$ cat src/rtl/onoff_pkg.sv
// Package: shared level encoding for the on/off receive buffer.
// Assumes nothing beyond being compiled first.
package onoff_pkg;
    typedef enum logic {
        LINK_PAUSE = 1'b0,
        LINK_GO    = 1'b1
    } link_level_e;
endpackage

$ cat src/rtl/onoff_fifo_store.sv
// Module: circular flit store with read and write pointers plus wrap bits.
// Assumes the caller never writes when full unless it reads in the same cycle.
module onoff_fifo_store #(
    parameter int DATA_W = 32,
    parameter int DEPTH  = 16
) (
    input  logic              clk,
    input  logic              rst_n,
    input  logic              wr_en,
    input  logic [DATA_W-1:0] wr_data,
    input  logic              rd_en,
    output logic [DATA_W-1:0] rd_data,
    output logic              has_data,
    output logic              is_full
);
    localparam int AW = (DEPTH > 1) ? $clog2(DEPTH) : 1;
    localparam logic [AW-1:0] LAST = AW'(DEPTH - 1);

    logic [DATA_W-1:0] mem [DEPTH];
    logic [AW-1:0]     wr_ptr, rd_ptr;
    logic              wr_wrap, rd_wrap;

    // Pointer advance with wrap toggle at the last slot.
    always_ff @(posedge clk) begin
        if (!rst_n) begin
            wr_ptr  <= '0;
            wr_wrap <= 1'b0;
            rd_ptr  <= '0;
            rd_wrap <= 1'b0;
        end else begin
            if (wr_en) begin
                if (wr_ptr == LAST) begin
                    wr_ptr  <= '0;
                    wr_wrap <= ~wr_wrap;
                end else begin
                    wr_ptr <= wr_ptr + 1'b1;
                end
            end
            if (rd_en) begin
                if (rd_ptr == LAST) begin
                    rd_ptr  <= '0;
                    rd_wrap <= ~rd_wrap;
                end else begin
                    rd_ptr <= rd_ptr + 1'b1;
                end
            end
        end
    end

    // Storage write; contents need no reset.
    always_ff @(posedge clk) begin
        if (wr_en) begin
            mem[wr_ptr] <= wr_data;
        end
    end

    // Head read and fill flags from pointer comparison.
    always_comb begin
        rd_data  = mem[rd_ptr];
        has_data = !((wr_ptr == rd_ptr) && (wr_wrap == rd_wrap));
        is_full  = (wr_ptr == rd_ptr) && (wr_wrap != rd_wrap);
    end
endmodule

$ cat src/rtl/onoff_free_counter.sv
// Module: free-entry counter; also exposes the value it will hold next cycle.
// Assumes push and pop are the accepted write and removal strobes.
module onoff_free_counter #(
    parameter int DEPTH = 16,
    parameter int CW    = $clog2(DEPTH + 1)
) (
    input  logic          clk,
    input  logic          rst_n,
    input  logic          push,
    input  logic          pop,
    output logic [CW-1:0] free_cnt,
    output logic [CW-1:0] free_next
);
    // Next free count from this cycle's strobes.
    always_comb begin
        case ({push, pop})
            2'b10:   free_next = free_cnt - 1'b1;
            2'b01:   free_next = free_cnt + 1'b1;
            default: free_next = free_cnt;
        endcase
    end

    // Count register, full capacity at reset.
    always_ff @(posedge clk) begin
        if (!rst_n) free_cnt <= CW'(DEPTH);
        else        free_cnt <= free_next;
    end
endmodule

$ cat src/rtl/onoff_gate_ctrl.sv
// Module: hysteretic go/pause level driven from the next free count.
// Assumes GO_LEVEL > STOP_LEVEL and free count changes by at most one per cycle.
module onoff_gate_ctrl
    import onoff_pkg::*;
#(
    parameter int CW         = 5,
    parameter int STOP_LEVEL = 8,
    parameter int GO_LEVEL   = 11
) (
    input  logic          clk,
    input  logic          rst_n,
    input  logic [CW-1:0] free_next,
    output logic          link_go
);
    localparam logic [CW-1:0] STOP_C = CW'(STOP_LEVEL);
    localparam logic [CW-1:0] GO_C   = CW'(GO_LEVEL);

    link_level_e level_q, level_d;

    // Change level only when the relevant threshold is crossed.
    always_comb begin
        level_d = level_q;
        if (level_q == LINK_GO && free_next < STOP_C)
            level_d = LINK_PAUSE;
        else if (level_q == LINK_PAUSE && free_next > GO_C)
            level_d = LINK_GO;
    end

    // Level register, go at reset.
    always_ff @(posedge clk) begin
        if (!rst_n) level_q <= LINK_GO;
        else        level_q <= level_d;
    end

    assign link_go = (level_q == LINK_GO);
endmodule

$ cat src/rtl/onoff_rx_buffer.sv
// Module: downstream flit queue that signals backpressure with one go/pause
// level using two thresholds on the free-entry count.
// Assumes the sender honours link_go within the margin STOP_LEVEL covers.
module onoff_rx_buffer #(
    parameter int DATA_W     = 32,
    parameter int DEPTH      = 16,
    parameter int STOP_LEVEL = 8,
    parameter int GO_LEVEL   = 11
) (
    input  logic              clk,
    input  logic              rst_n,
    input  logic              in_valid,
    input  logic [DATA_W-1:0] in_flit,
    output logic              out_valid,
    input  logic              out_ready,
    output logic [DATA_W-1:0] out_flit,
    output logic              link_go
);
    localparam int CW = $clog2(DEPTH + 1);

    logic          push, pop, full;
    logic [CW-1:0] free_cnt, free_next;

    // Accept every presented flit; full is only legal with a same-cycle removal.
    always_comb begin
        pop  = out_valid && out_ready;
        push = in_valid && (!full || pop);
    end

    onoff_fifo_store #(.DATA_W(DATA_W), .DEPTH(DEPTH)) i_store (
        .clk      (clk),
        .rst_n    (rst_n),
        .wr_en    (push),
        .wr_data  (in_flit),
        .rd_en    (pop),
        .rd_data  (out_flit),
        .has_data (out_valid),
        .is_full  (full)
    );

    onoff_free_counter #(.DEPTH(DEPTH), .CW(CW)) i_free (
        .clk       (clk),
        .rst_n     (rst_n),
        .push      (push),
        .pop       (pop),
        .free_cnt  (free_cnt),
        .free_next (free_next)
    );

    onoff_gate_ctrl #(.CW(CW), .STOP_LEVEL(STOP_LEVEL), .GO_LEVEL(GO_LEVEL)) i_gate (
        .clk       (clk),
        .rst_n     (rst_n),
        .free_next (free_next),
        .link_go   (link_go)
    );
endmodule

$ cat config.mk
export PLATFORM = sky130hd
export DESIGN_NAME = onoff_rx_buffer
export DESIGN_NICKNAME = d
export VERILOG_FILES = /design/src/rtl/onoff_pkg.sv /design/src/rtl/onoff_fifo_store.sv /design/src/rtl/onoff_free_counter.sv /design/src/rtl/onoff_gate_ctrl.sv /design/src/rtl/onoff_rx_buffer.sv
export SDC_FILE = /design/constraint.sdc
export NUM_CORES = 1
export LEC_CHECK = 0
export ABC_AREA = 1
export BUFFER_PORTS_ARGS = -buffer_cell sky130_fd_sc_hd__buf_2
export CELL_PAD_IN_SITES_DETAIL_PLACEMENT = 1
export CELL_PAD_IN_SITES_GLOBAL_PLACEMENT = 1
export CORE_MARGIN = 5
export CORE_UTILIZATION = 47
export CTS_CLUSTER_DIAMETER = 120
export CTS_CLUSTER_SIZE = 16
export DETAILED_ROUTE_END_ITERATION = 10
export GPL_TIMING_DRIVEN = 0
export PLACE_DENSITY = 0.78
export SYNTH_ARGS = -nofsm -noshare
export SYNTH_HDL_FRONTEND = slang
export SYNTH_SLANG_ARGS = --single-unit
$ cat constraint.sdc
create_clock -name clk -period 3.9 [get_ports clk]
set_clock_uncertainty 0.05 [all_clocks]
set_input_delay 0.39 -clock clk [delete_from_list [all_inputs] [get_ports clk]]
set_output_delay 0.39 -clock clk [all_outputs]
set_load 0.02 [all_outputs]
==> metrics.sh <==
RUN_STATUS='finished clean'
ANTENNA_CELLS_INSERTED=0
CHIPWIDTH_UM=223.7
CLKLATENCYLATEPIN_PS=570
YS_SEQ_AREA_FRAC=0.7352
GR-USAGE-MET3=0.03853
DPL_WORST_SLACK_PS=947.1
NETLIST_TOP_CELLS_AREA='edfxtp_1 (72%), mux2i_1 (6.0%), o211ai_1 (4.5%)'
DESIGN.DIE.AREA_MM2=0.05003
FINAL_MAX_SLEW_VIOL_COUNT=0
DRC=0
HOLDCRITPATHCLASS='in -> reg'
VIAS=13660
YOSYS_WARNINGS=0
SYNTH.MUX.AREA_FRACTION=0.05971
POST_CTS.REPAIR.SETUP_BUFFERS=0
HOLD-WORST-SLACK_PS=129.3
GRT_FIRST_PASS_WIRELENGTH_UM=94220
SYNTH-COMPOUND-AREA-SHARE=0.1156
YOSYS.AREA.TOP_TYPE='edfxtp_1'
REPORT.POWER.TOTAL_mW=12.13
FINAL_CRITICAL_PATH_SHARE_OF_THE_CLOCK_PERIOD=0.9206
WORST-R2R-CELL-COUNT=11
CP-END-KIND='output pin'
CTS.REPORTEDPATHS.CLKPINSLEW_PS=70
CTS.REPAIR.RESIZED=0
WL_UM=64110
CRITPATHCAPTURE='out_flit[6]'
FINAL_LAYOUT_SIZE_SUFFIX_GT1_FRAC=0.1210
WORST_IR_DROP_VDD_uV=314.5
DESIGN.PORTCOUNT=70
POWER.LEAKAGE_nW=8.011
CLKSINKCOUNT=532
CRITICAL_PATH_CLASS='reg -> out'
CRITPATHREQUIREDTIME_PS=3460
FINALCRITICALPERIOD_PS=3590
FLOPS_LATCHES_SYNTH=532
YOSYSUNIQUECELLTYPES=34
GLOBALROUTEOVERFLOWTOTAL=0
INITIALDRTVIOLATIONCOUNT=1388
FINAL_HOLD_VIOLS=0
CTS_TREE='yes'
HPWL_UM=41490
GLOBALROUTEMET1UTIL=0.3297
INITIAL_ANTENNA_VIOLATION_COUNT=1
SYN_AREA_PER_CELL_UM2=14.31
GPL.FINAL_WEIGHTED_CONGESTION=0.8022
WORSTPATHARRIVAL_PS=3150
SETUP_VIOL=0
BUFFER_PORTS.INSERTED=69
SYNTHSIMPLEGATEAREAFRAC=0.03359
FIN_UTIL=0.5311
CP_MAX_FO=10
HTREE_LEVELS=2
MAPPEDNETLISTNETS=1544
NETLIST_INSTANCES=1499
YOSYSTOPAREACELLSHARE=0.7165
SYN_AREA_MM2=0.02146
SYNTH_TOP_FAMILY_BY_AREA='compound AO/OA/AOI/OAI gates'
GLOBAL_ROUTE.USAGE.TOTAL=0.2536
GRT_USE_MET2=0.4411
TRITONCTS.NUM_BUFFERS=39
DRT-WIRELENGTH-PER-CELL_UM=28.67
WORST_TRAN_PIN_VALUE_PS=1040
CTS_HOLD_REPAIR.BUFFERS=0
FINAL_SETUP_MARGIN_PS=309.6
GRT_MOST_USED_LAYER='met2'
DETAIL_ROUTE.VIAS_PER_CELL=6.110
VIAS_IN_THE_FIRST_GLOBAL_ROUTE=14560
YOSYS.AREA_SHARE.XOR_XNOR=0.001633
CAP_VIOL_MAX_COUNT=0
R2R_END='i_store.mem[7][0]$_DFFE_PP_'
AREA_DELTA_SYNTH_FINAL_PCT=12.08
FLOORPLAN.CORE_AREA_MM2=0.04528
DIE_HEIGHT_UM=223.7
REG2REG_FROM='i_store.wr_ptr[3]$_SDFFE_PN0P_'
FF2FF_SETUP_SLACK_PS=1090
START_UTIL=0.4739
SYNTH_FA_HA_AREA_FRAC=0.005598
POWER_DENSITY_mW_PER_MM2=504.4
SETUP.WORST_PATH.START_CLASS='register'
SETUP-TNS-FINAL_PS=0
NET_TOTAL_IN_THE_FINAL_LAYOUT=1672
TIMING.SLEW.HEADROOM=0.3067
CTS_BUFFER_DEPTH=3
MAX_CLOCK_FREQ_GHz=0.2785
ROUTE.ANTENNA.REMAINING_NETS=0
DR.PASS1.ITERS=5
PIN_COUNT_OF_THE_BIGGEST_NET_ENTERING_GLOBAL_ROUTING=24
GRT_SETUP_UNREPAIRED='false'
CTS-ROOT-BUF='clkbuf_16'
NUMBER_OF_PLACEMENT_ROWS=78
sequential cells by signal, summed over array words and instances, names as in the netlist, named ones only:
| name | cells |
|---|---|
| i_store.mem | 512 |
| i_free.free_cnt | 5 |
| i_store.rd_ptr | 4 |
| i_store.wr_ptr | 4 |
| i_gate.link_go | 1 |
| i_store.rd_wrap | 1 |
| i_store.wr_wrap | 1 |
how the worst min path moves through the flow:
stage	from	to	slack, ps	cells past startpoint
floorplan	i_store.wr_wrap$_SDFFE_PN0P_	i_store.wr_wrap$_SDFFE_PN0P_	390	1
global placement	i_store.wr_wrap$_SDFFE_PN0P_	i_store.wr_wrap$_SDFFE_PN0P_	410	1
detailed placement	i_store.wr_wrap$_SDFFE_PN0P_	i_store.wr_wrap$_SDFFE_PN0P_	420	1
CTS	rst_n	i_free.free_cnt[2]$_SDFF_PN0_	110	3
global route	in_flit[4]	i_store.mem[6][4]$_DFFE_PP_	130	1
finish	rst_n	i_free.free_cnt[2]$_SDFF_PN0_	130	3
layer usage:
metal,wire (µm),vias up,part of all wire
li1,-,5836,-
met1,24780,7014,0.39
met2,32250,668,0.50
met3,4940,143,0.077
met4,2133,2,0.033
met5,7,-,0.00011
logic make-up (layout without fill, tap and decap cells):
| kind of cell | count (synthesis) | after routing |
|---|---|---|
| xor gates and xnor gates | 4 | 4 |
| DFF | 532 | 532 |
| AOI/OAI and AO/OA | 428 | 428 |
| adders and majority gates | 9 | 9 |
| and+or+nand+nor | 156 | 156 |
| buffers and inverters | 242 | 379 |
| muxes | 128 | 128 |
layout by cell type, fill, tap and decap left out, types with 3 or more instances in the layout:
cell / synthesis / layout
a21oi_1: 139 / 139
buf_12: 0 / 15
buf_2: 11 / 80
buf_4: 9 / 9
buf_6: 12 / 15
clkbuf_1: 57 / 64
clkbuf_16: 0 / 39
dfxtp_1: 20 / 20
edfxtp_1: 512 / 512
ha_1: 8 / 8
inv_1: 143 / 143
inv_2: 7 / 7
inv_6: 0 / 3
mux2i_1: 128 / 128
nand2_1: 67 / 67
nand2_2: 3 / 3
nand2_4: 4 / 4
nand3_1: 51 / 51
nor2_1: 21 / 6
nor2_4: 1 / 16
nor3_1: 4 / 3
o211ai_1: 128 / 128
o21ai_0: 139 / 139
o21ai_1: 17 / 17
xor2_1: 4 / 4
cells in the mapped netlist (all sizes together):
cell,count
edfxtp,512
o21ai,157
inv,150
a21oi,139
mux2i,128
o211ai,128
nand2,74
clkbuf,57
nand3,53
buf,34
nor2,23
dfxtp,20
ha,8
nor3,4
xor2,4
a211oi,2
a31oi,1
and2,1
clkinv,1
fa,1
nand3b,1
o21bai,1
where the power goes:
group	total, mW	switching [mW]	internal [mW]	leakage, nW
Clock	3.75	1.93	1.82	0.509
Combinational	1.98	1.38	0.604	2.71
Sequential	6.40	0.0447	6.35	4.79
Total	12.1	3.35	8.78	8.01
per-stage QoR:
step	std cells	instance area, µm²
after floorplan	1499	21460
after global placement	2168	22550
after detailed placement	2186	23010
after CTS	2236	24050
after global routing	2236	24050
final	2236	24050
area by class of cell:
| class | count | area, µm² |
|---|---|---|
| multi-input combinational | 725 | 4755 |
| clock buffer | 46 | 1002 |
| clock inverter | 4 | 42.54 |
| tap | 600 | 750.7 |
| buffer | 91 | 479.2 |
| fill | 4427 | 21230 |
| inverter | 151 | 566.8 |
| sequential | 532 | 15780 |
| timing repair buffer | 87 | 679.4 |
worst max-delay path, stage by stage, from the launching register on:
cell	delay [ps]
dfxtp_1	450
clkbuf_1	710
clkbuf_1	760
o211ai_1	210
nand3_1	200
nand2_1	80
buf_2	160
Power figures use the tool's default switching activity.
